--- config.mk ---
export PLATFORM = sky130hd
export DESIGN_NAME = hint_ctrl
export DESIGN_NICKNAME = d
export VERILOG_FILES = /design/src/rtl/hint_pkg.sv /design/src/rtl/hint_mask_reg.sv /design/src/rtl/hint_status_reg.sv /design/src/rtl/hint_irq_out.sv /design/src/rtl/hint_ctrl.sv
export SDC_FILE = /design/constraint.sdc
export NUM_CORES = 1
export LEC_CHECK = 0
export BUFFER_PORTS_ARGS = -buffer_cell sky130_fd_sc_hd__buf_4
export CAP_MARGIN = 20
export CORE_AREA = 2 2 71 73
export CTS_BUF_LIST = sky130_fd_sc_hd__clkbuf_8
export CTS_CLUSTER_DIAMETER = 120
export CTS_CLUSTER_SIZE = 40
export DETAILED_ROUTE_END_ITERATION = 10
export DIE_AREA = 0 0 73 75
export GPL_TIMING_DRIVEN = 0
export PLACE_DENSITY = 0.77
export SYNTH_ARGS = -nofsm -noshare
export SYNTH_HDL_FRONTEND = slang
export SYNTH_SLANG_ARGS = --single-unit
--- constraint.sdc ---
create_clock -name clk -period 1.7 [get_ports clk]
set_input_delay 0.51 -clock clk [delete_from_list [all_inputs] [get_ports clk]]
set_output_delay 0.51 -clock clk [all_outputs]
set_load 0.03 [all_outputs]
--- src/rtl/hint_pkg.sv ---
`timescale 1ns/1ps
package hint_pkg;
    localparam int NUM_SRC = 18;
    localparam int DATA_W  = 32;
    localparam int ADDR_W  = 3;
    // positions that carry a source: 0..10, 14, 16, 17
    localparam logic [NUM_SRC-1:0] SRC_PRESENT = 18'h347FF;

    typedef enum logic [ADDR_W-1:0] {
        REG_CFG  = 3'd0,
        REG_MASK = 3'd1,
        REG_MSET = 3'd2,
        REG_MCLR = 3'd3,
        REG_PEEK = 3'd4,
        REG_TAKE = 3'd5,
        REG_ACK  = 3'd6
    } reg_sel_e;

    typedef struct packed {
        logic act_low;
        logic enable;
    } irq_cfg_t;

    typedef struct packed {
        logic wr_cfg;
        logic wr_mask;
        logic wr_mset;
        logic wr_mclr;
        logic wr_ack;
        logic rd_peek;
        logic rd_take;
    } bus_op_t;

    function automatic bus_op_t decode_op(input logic [ADDR_W-1:0] a,
                                          input logic wr, input logic rd);
        bus_op_t op;
        op = '0;
        op.wr_cfg  = wr && (a == REG_CFG);
        op.wr_mask = wr && (a == REG_MASK);
        op.wr_mset = wr && (a == REG_MSET);
        op.wr_mclr = wr && (a == REG_MCLR);
        op.wr_ack  = wr && (a == REG_ACK);
        op.rd_peek = rd && (a == REG_PEEK);
        op.rd_take = rd && (a == REG_TAKE);
        return op;
    endfunction
endpackage

--- src/rtl/hint_mask_reg.sv ---
`timescale 1ns/1ps
module hint_mask_reg #(
    parameter int N = 18
) (
    input  logic         clk,
    input  logic         rst,
    input  logic         wr_load_i,
    input  logic         wr_set_i,
    input  logic         wr_clr_i,
    input  logic [N-1:0] data_i,
    output logic [N-1:0] mask_o
);
    logic [N-1:0] mask_q;

    always_ff @(posedge clk) begin
        if (rst)            mask_q <= '1;
        else if (wr_load_i) mask_q <= data_i;
        else if (wr_set_i)  mask_q <= mask_q | data_i;
        else if (wr_clr_i)  mask_q <= mask_q & ~data_i;
    end

    assign mask_o = mask_q;


    mask_load_chk: assert property (@(posedge clk) disable iff (rst)
        wr_load_i |=> (mask_q == $past(data_i)));

    mask_set_chk: assert property (@(posedge clk) disable iff (rst)
        wr_set_i |=> (((mask_q & $past(data_i)) == $past(data_i)) &&
                      ((mask_q & ~$past(data_i)) == ($past(mask_q) & ~$past(data_i)))));

    mask_clr_chk: assert property (@(posedge clk) disable iff (rst)
        wr_clr_i |=> (((mask_q & $past(data_i)) == '0) &&
                      ((mask_q & ~$past(data_i)) == ($past(mask_q) & ~$past(data_i)))));
endmodule

--- src/rtl/hint_status_reg.sv ---
`timescale 1ns/1ps
module hint_status_reg #(
    parameter int           N       = 18,
    parameter logic [N-1:0] PRESENT = '1
) (
    input  logic         clk,
    input  logic         rst,
    input  logic [N-1:0] evt_i,
    input  logic [N-1:0] ack_i,
    input  logic         take_i,
    output logic [N-1:0] stat_o
);
    logic [N-1:0] stat_q;

    for (genvar i = 0; i < N; i++) begin : g_bit
        if (PRESENT[i]) begin : g_live
            always_ff @(posedge clk) begin
                if (rst)                     stat_q[i] <= 1'b0;
                else if (evt_i[i])           stat_q[i] <= 1'b1;
                else if (take_i || ack_i[i]) stat_q[i] <= 1'b0;
            end
        end else begin : g_empty
            logic [1:0] unused_bits;
            assign unused_bits = {evt_i[i], ack_i[i]};
            assign stat_q[i]   = 1'b0;
        end
    end

    assign stat_o = stat_q;


    evt_keep_chk: assert property (@(posedge clk) disable iff (rst)
        1'b1 |=> ((stat_q & $past(evt_i & PRESENT)) == $past(evt_i & PRESENT)));

    ack_clear_chk: assert property (@(posedge clk) disable iff (rst)
        (|ack_i && !(|evt_i)) |=> ((stat_q & $past(ack_i)) == '0));

    empty_zero_chk: assert property (@(posedge clk) disable iff (rst)
        (stat_q & ~PRESENT) == '0);
endmodule

--- src/rtl/hint_irq_out.sv ---
`timescale 1ns/1ps
module hint_irq_out
    import hint_pkg::*;
#(
    parameter int N = 18
) (
    input  logic         clk,
    input  logic         rst,
    input  logic [N-1:0] stat_i,
    input  logic [N-1:0] mask_i,
    input  irq_cfg_t     cfg_i,
    output logic         irq_o
);
    logic pending;

    assign pending = |(stat_i & ~mask_i);
    assign irq_o   = (cfg_i.enable & pending) ^ cfg_i.act_low;


    idle_level_chk: assert property (@(posedge clk) disable iff (rst)
        !cfg_i.enable |-> (irq_o == cfg_i.act_low));
endmodule

--- src/rtl/hint_ctrl.sv ---
`timescale 1ns/1ps
module hint_ctrl
    import hint_pkg::*;
#(
    parameter int           N       = NUM_SRC,
    parameter int           DW      = DATA_W,
    parameter int           AW      = ADDR_W,
    parameter logic [N-1:0] PRESENT = SRC_PRESENT
) (
    input  logic          clk,
    input  logic          rst,
    input  logic [N-1:0]  evt_i,
    input  logic [AW-1:0] addr_i,
    input  logic          wr_en_i,
    input  logic [DW-1:0] wr_data_i,
    input  logic          rd_en_i,
    output logic [DW-1:0] rd_data_o,
    output logic          host_irq_o
);
    localparam int PAD = DW - N;

    bus_op_t      op;
    irq_cfg_t     cfg_q;
    logic [N-1:0] mask;
    logic [N-1:0] stat;
    logic [N-1:0] wdata;
    logic [N-1:0] ack_bits;
    logic         unused_wr_hi;

    assign op           = decode_op(addr_i, wr_en_i, rd_en_i);
    assign wdata        = wr_data_i[N-1:0];
    assign unused_wr_hi = ^wr_data_i[DW-1:N];
    assign ack_bits     = op.wr_ack ? wdata : '0;

    always_ff @(posedge clk) begin
        if (rst)            cfg_q <= '0;
        else if (op.wr_cfg) cfg_q <= irq_cfg_t'(wr_data_i[1:0]);
    end

    hint_mask_reg #(.N(N)) u_mask (
        .clk       (clk),
        .rst       (rst),
        .wr_load_i (op.wr_mask),
        .wr_set_i  (op.wr_mset),
        .wr_clr_i  (op.wr_mclr),
        .data_i    (wdata),
        .mask_o    (mask)
    );

    hint_status_reg #(.N(N), .PRESENT(PRESENT)) u_stat (
        .clk    (clk),
        .rst    (rst),
        .evt_i  (evt_i),
        .ack_i  (ack_bits),
        .take_i (op.rd_take),
        .stat_o (stat)
    );

    hint_irq_out #(.N(N)) u_irq (
        .clk    (clk),
        .rst    (rst),
        .stat_i (stat),
        .mask_i (mask),
        .cfg_i  (cfg_q),
        .irq_o  (host_irq_o)
    );

    always_comb begin
        case (addr_i)
            REG_CFG:  rd_data_o = {{(DW-2){1'b0}}, cfg_q};
            REG_MASK: rd_data_o = {{PAD{1'b0}}, mask};
            REG_PEEK,
            REG_TAKE: rd_data_o = {{PAD{1'b0}}, stat};
            default:  rd_data_o = '0;
        endcase
    end


    reset_state_chk: assert property (@(posedge clk)
        rst |=> ((mask == '1) && (stat == '0) && (cfg_q == '0) && !host_irq_o));

    take_clears_chk: assert property (@(posedge clk) disable iff (rst)
        (op.rd_take && !(|evt_i)) |=> (stat == '0));

    peek_holds_chk: assert property (@(posedge clk) disable iff (rst)
        (op.rd_peek && !(|evt_i) && !wr_en_i) |=> $stable(stat));

    irq_active_chk: assert property (@(posedge clk) disable iff (rst)
        (cfg_q.enable && |(stat & ~mask)) |-> (host_irq_o == !cfg_q.act_low));
endmodule

==> results of run 1 <==
==> power by group through the flow <==
stage / Sequential [uW] / Combinational, uW / Clock (uW)
finish: 905 / 687 / 562
global route: 910 / 727 / 603
CTS: 897 / 642 / 572
detailed placement: 907 / 550 / 0
global placement: 905 / 541 / 0
floorplan: 893 / 379 / 0
==> metrics by stage <==
stage / total power (uW) / setup WS [ns] / utilization, %
3_3_place_gp: 1450 / -0.311 / 58.6
4_1_cts: 2110 / -0.423 / 67.9
3_5_place_dp: 1460 / -0.307 / 58.6
5_1_grt: 2240 / -0.514 / 70.8
2_1_floorplan: 1270 / -0.0616 / -
6_report: 2150 / -0.435 / 70.8
==> cells in the mapped netlist <==
library cell  number
a211oi_1           2
a21oi_1           14
a31oi_1           32
and2_1             4
and3_1             1
and4b_1            1
buf_1              3
buf_2              6
buf_4             18
buf_6              1
clkbuf_1           6
conb_1             1
dfxtp_1           34
inv_1             23
mux2i_1            3
nand2_1           44
nand2b_1           8
nand3_1           45
nand4b_2           1
nor2_1            19
nor2b_1            1
nor3b_2            1
nor4b_4            1
o2111ai_1          3
o211a_1            1
o211ai_4           1
o21ai_1            1
o22ai_1            1
o41ai_2            1
or2b_1             1
xnor2_1            1
==> worst register-to-register path, stage by stage, from the launching register on <==
cell and delay, ns:
dfxtp_2 0.32, buf_4 0.14, a31oi_1 0.15, nand3_1 0.10
==> layout by cell type, fill, tap and decap left out, types with 3 or more instances in the layout <==
cell type / instances
conb_1: 14
buf_8: 5
buf_2: 4
inv_1: 24
dfxtp_2: 9
nand2_1: 40
nand2_2: 3
a31oi_1: 32
dfxtp_1: 24
clkbuf_8: 5
a21oi_4: 11
clkbuf_1: 4
and2_4: 4
nand3_1: 34
nand2b_4: 3
buf_6: 27
nand3_2: 9
buf_12: 3
nor2_1: 16
nand2b_1: 5
buf_4: 57
==> area by class of cell <==
class	instances	area, um2
inverter	23	90.1
tap	54	67.6
buffer	32	273
fill	348	1360
timing repair buffer	70	658
clock inverter	2	7.51
clock buffer	5	68.8
sequential	34	696
multi-input combinational	201	1440
==> layer usage <==
layer  vias up  track usage (%)
met1      1107             31.9
li1       1107                -
met3        19             5.09
met5         -                0
met2       128             41.2
met4         0             8.85
==> worst max path at each step <==
stage | start | end | cells past startpoint
6_report | flop | host_irq_o | 5
3_5_place_dp | addr_i[0] | rd_data_o[12] | 5
3_3_place_gp | addr_i[0] | rd_data_o[12] | 5
4_1_cts | flop | host_irq_o | 5
5_1_grt | flop | host_irq_o | 5
2_1_floorplan | addr_i[1] | rd_data_o[0] | 3
==> cell families (layout without fill, tap and decap cells) <==
| kind of cell | Yosys count | after routing | synth area share (%) |
|---|---|---|---|
| buffers and inverters | 57 | 132 | 14.8 |
| DFF | 34 | 34 | 33.9 |
| and+or+nand+nor | 127 | 127 | 30.8 |
| xor gates and xnor gates | 1 | 1 | 0.436 |
| muxes | 3 | 3 | 1.50 |
| AOI/OAI and AO/OA | 56 | 56 | 18.4 |
| other | 1 | 14 | 0.187 |
==> timing repair <==
action                                  CTS  global route
buffers inserted                         10             3
gates cloned                              1             0
gates resized for setup                  72            26
pin swaps                                18            13
endpoints found under the setup margin   19            19
==> flow_metrics.env, run 1 <==
export IMPL_status="finished with violations"
export IMPL_violations="negative setup slack"
export IMPL_rr_worst_depth=3
export IMPL_sw_frac_of_total_pct=33.3
export IMPL_grt_max_degree=12
export IMPL_coreArea_um2=4660
export IMPL_hold_slack_ns=0.417
export IMPL_yosysTopAreaCellShare_pct=33.9
export IMPL_clk_path_buf_depth=2
export IMPL_port_buffers=56
export IMPL_dp_hpwl_mm=4.26
export IMPL_pin_count=90
export IMPL_yosysSeqAreaShare_pct=33.9
export IMPL_remaining_drc_errors=0
export IMPL_rsz0062_at_grt="yes"
export IMPL_min_to="u_stat.stat_o[16]"
export IMPL_gp_congestion=0.818
export IMPL_fmax_mhz=468
export IMPL_hp_class="primary input to flop"
export IMPL_antenna_found_initial=0
export IMPL_grt_usage_pct=24.8
export IMPL_crit_fanout=4
export IMPL_cts_tree="done"
export IMPL_drt_iter0_markers=269
export IMPL_die_h_um=75
export IMPL_vias=2361
export IMPL_detail_route_wirelength_met1_mm=2.72
export IMPL_insertion_delay_ns=0.29
export IMPL_min_path_cells=3
export IMPL_peakVddDrop_uv=446
export IMPL_synth_cells=279
export IMPL_route_met3_wl_um=486
export IMPL_fin_skew_ns=0
export IMPL_cp_num_buf_inv=1
export IMPL_cts_root_buffer="clkbuf_8"
export IMPL_period_share_pct=126
export IMPL_required_ns=1.19
export IMPL_h_tree_depth=2
export IMPL_worst_pin_slew_ns=0.556
export IMPL_combPwrFrac_pct=31.9
export IMPL_power_leakage_uw=0.00151
export IMPL_pwr_share_seq_pct=42.0
export IMPL_cpLargestDelayFamily="compound AO/OA/AOI/OAI gates"
export IMPL_first_pass_iters=5
export IMPL_vias_per_cell=5.61
export IMPL_holdBufCountCts=0
export IMPL_wl_per_cell_um=16.3
export IMPL_synthTopCellsByArea="dfxtp_1 (34%), nand3_1 (11%), a31oi_1 (10%)"
export IMPL_max_slew_margin_pct=62.9
export IMPL_cp_end_kind="primary output"
export IMPL_ys_ff_latch=34
export IMPL_grt_pass1_wl_mm=10.4
export IMPL_antenna_left=0
export IMPL_ys_types=31
export IMPL_dr_wl_met2_mm=3.50
export IMPL_finalSetupViolCount=19
export IMPL_yosysWarnings=0
export IMPL_dpl_cell_area_um2=2730
export IMPL_fin_ws_ns=-0.435
export IMPL_fin_cells=421
export IMPL_die_width_um=73
export IMPL_clkSinkCount=34
export IMPL_power_density_nw_per_um2=653
export IMPL_drt_wl_total_mm=6.86
export IMPL_setup_worst_path_class="flop to primary output"
export IMPL_maxCapViolCount=0
export IMPL_dpl_cell_count=402
export IMPL_intPower_uw=1440
export IMPL_drive_gt1_share_pct=45.0
export IMPL_synth_area_um2=2010
export IMPL_regToRegSetupSlack_ns=0.87
export IMPL_clock_power_share_pct=26.1
export IMPL_die_area_um2=5480
export IMPL_synth_area_leader_cell="dfxtp_1"
export IMPL_cts_buffers_inserted=5
export IMPL_cpPeakStageDelay_ns=0.41
export IMPL_nets=424
export IMPL_path_clk_slew_ns=0.07
export IMPL_drv_slew=0
export IMPL_min_from="evt_i[16]"
export IMPL_initial_core_util_pct=43.1
export IMPL_area_delta_synth_final_pct=64.3
export IMPL_fin_area_um2=3300
export IMPL_cp_arrival_ns=1.63
export IMPL_gr_total_overflow=0
export IMPL_cp_start_kind="flop"
export IMPL_finalCriticalPeriod_ns=2.14
export IMPL_hold_viol=0
export IMPL_p_switching_uw=718
export IMPL_grt_pass1_vias=2093
export IMPL_cp_slowest_cell="o41ai_4"
export IMPL_diodes=0
export IMPL_top_layer="met4"
export IMPL_rows=25
export IMPL_syn_avg_cell_area_um2=7.20
export IMPL_cp_cell_sequence="nand2b_4 > o2111ai_4 > o41ai_4 > xnor2_2 > buf_6"
export IMPL_final_setup_tns_ns=-2.36
Power figures use the tool's default switching activity.
==> run 2: changes to the inputs <==
- CELL_PAD_IN_SITES_DETAIL_PLACEMENT: unset -> 1
- CELL_PAD_IN_SITES_GLOBAL_PLACEMENT: unset -> 2
- CORE_AREA: 2 2 71 73 -> 2 2 97 99
- DIE_AREA: 0 0 73 75 -> 0 0 99 101
- PLACE_DENSITY: 0.77 -> unset
- PLACE_DENSITY_LB_ADDON: unset -> 0.1
==> run 2 against run 1 <==
Effect of this change: the flow still finishes with violations (negative setup slack); highest routed layer unchanged; first-iteration DRC count is 85% lower; clock-buffer cell count is 1 higher; sequential power hardly changed; worst setup slack better by 0.0090 ns; cell count is 14% higher; via count is 6.7% lower; maximum frequency is 0.42% higher; wire length is 15% higher; power is 2.7% higher; largest cell class unchanged.
==> flow_metrics.env, run 2 (synthesis results as in run 1) <==
export IMPL_vias=2202
export IMPL_area_delta_synth_final_pct=68.3
export IMPL_final_cell_mix="buf_4 (62), nand2_1 (40), nand3_1 (35), a31oi_1 (32), buf_6 (25)"
export IMPL_vias_per_cell=4.61
export IMPL_cp_cell_sequence="nand2b_4 > o2111ai_2 > o41ai_4 > xnor2_2 > buf_6"
export IMPL_drv_slew=0
export IMPL_worst_pin_slew_ns=0.591
export IMPL_cts_buffers_inserted=5
export IMPL_period_share_pct=125
export IMPL_initial_core_util_pct=22.4
export IMPL_setup_worst_path_class="flop to primary output"
export IMPL_nets=425
export IMPL_die_area_um2=10000
export IMPL_h_tree_depth=2
export IMPL_hp_class="primary input to flop"
export IMPL_gr_total_overflow=0
export IMPL_power_density_nw_per_um2=654
export IMPL_clock_power_share_pct=27.9
export IMPL_cts_tree="done"
export IMPL_first_pass_iters=4
export IMPL_fmax_mhz=470
export IMPL_power_leakage_uw=0.00154
export IMPL_nFillCells=1067
export IMPL_rows=35
export IMPL_required_ns=1.19
export IMPL_die_width_um=99
export IMPL_finalSetupViolCount=19
export IMPL_hold_viol=0
export IMPL_pwr_share_seq_pct=41.0
export IMPL_coreArea_um2=8980
export IMPL_grt_pass1_wl_mm=12.2
export IMPL_rsz0062_at_grt="yes"
export IMPL_diodes=0
export IMPL_antenna_found_initial=0
export IMPL_cp_start_kind="flop"
export IMPL_port_buffers=56
export IMPL_final_setup_tns_ns=-2.38
export IMPL_cts_root_buffer="clkbuf_8"
export IMPL_cp_end_kind="primary output"
export IMPL_cp_slowest_cell="dfxtp_2"
export IMPL_pin_count=90
export IMPL_gp_congestion=0.776
export IMPL_combPwrFrac_pct=31.1
export IMPL_maxCapViolCount=0
export IMPL_intPower_uw=1480
export IMPL_violations="negative setup slack"
export IMPL_grt_usage_pct=16.0
export IMPL_drt_iter0_markers=40
export IMPL_max_slew_margin_pct=60.6
export IMPL_p_switching_uw=731
export IMPL_wl_per_cell_um=16.5
export IMPL_dpl_cell_area_um2=2800
export IMPL_finalCriticalPeriod_ns=2.13
export IMPL_drive_gt1_share_pct=47.1
export IMPL_cp_arrival_ns=1.62
export IMPL_fin_skew_ns=0
export IMPL_hold_slack_ns=0.423
export IMPL_drt_wl_total_mm=7.88
export IMPL_sw_frac_of_total_pct=33.1
export IMPL_grt_max_degree=14
export IMPL_cpPeakStageDelay_ns=0.37
export IMPL_grt_pass1_vias=2200
export IMPL_holdBufCountCts=0
export IMPL_fin_area_um2=3380
export IMPL_status="finished with violations"
export IMPL_final_common_cell="buf_4"
export IMPL_dp_hpwl_mm=5.67
export IMPL_pre_cts_slack_ns=-0.423
export IMPL_fin_ws_ns=-0.426
export IMPL_path_clk_slew_ns=0.08
export IMPL_cp_num_buf_inv=1
export IMPL_crit_fanout=4
export IMPL_peakVddDrop_uv=230
export IMPL_remaining_drc_errors=0
export IMPL_clkSinkCount=34
export IMPL_insertion_delay_ns=0.29
export IMPL_die_h_um=101
export IMPL_clk_path_buf_depth=2
export IMPL_antenna_left=0
export IMPL_cpLargestDelayFamily="compound AO/OA/AOI/OAI gates"
## run 2: cell count changes in the layout (fill, tap and decap cells not counted), moves of 2 or more
cell / change
nand2b_4: +4
nand3_2: -3
nand3_4: +2
dfxtp_2: +4
buf_4: +5
nand2b_1: -4
buf_6: -2
inv_1: -2
buf_8: -2
dfxtp_1: -3
## run 2: routing by layer
| layer | GRT usage (%) | routed length (um) |
|---|---|---|
| met5 | 0 | 0 |
| met4 | 4.74 | 102 |
| met3 | 2.36 | 299 |
| met2 | 25.4 | 3640 |
| met1 | 22.5 | 3840 |
## run 2: area by class of cell
class                   instances  area [um2]  area share, %
flip-flops and latches         34         697           20.6
well taps                     111         139           4.11
multi-input cells             201        1450           42.8
repair buffers                 71         651           19.3
plain buffers                  32         273           8.07
clock buffers                   6        82.6           2.44
inverters                      23        90.1           2.67
## run 2: path summary, 6_finish.rpt
check,to,cells past startpoint,slack [ns],startpoint
worst min register to register,flop,2,0.47,flop
worst min-delay path,u_stat.stat_o[6],3,0.42,evt_i[6]
worst max-delay path,host_irq_o,5,-0.43,flop
worst max register to register,flop,3,0.90,flop
## run 2: power groups by stage
stage               combinational [uW]  clock [uW]  sequential, uW
floorplan                          379           0             893
global placement                   566           0             910
detailed placement                 572           0             912
CTS                                669         639             904
global route                       742         674             915
finish                             688         617             907
## run 2: timing repair
action | in CTS | in global routing
pin swaps | 18 | 13
buffers inserted | 9 | 5
cloned | 1 | 0
setup endpoints to repair | 19 | 19
endpoints found under the hold margin | 0 | 0
gates resized for setup | 76 | 18
## run 2: metrics by stage
stage               std cells  total power (uW)  utilization, %
floorplan                 292              1270               -
global placement          459              1480            31.2
detailed placement        459              1480            31.2
CTS                       473              2210            36.4
global route              478              2330            37.6
finish                    478              2210            37.6
## run 2: worst register-to-register path: stages (launching register included)
cell and delay, ns:
dfxtp_2 0.32, buf_4 0.14, a31oi_1 0.13, nand3_1 0.09
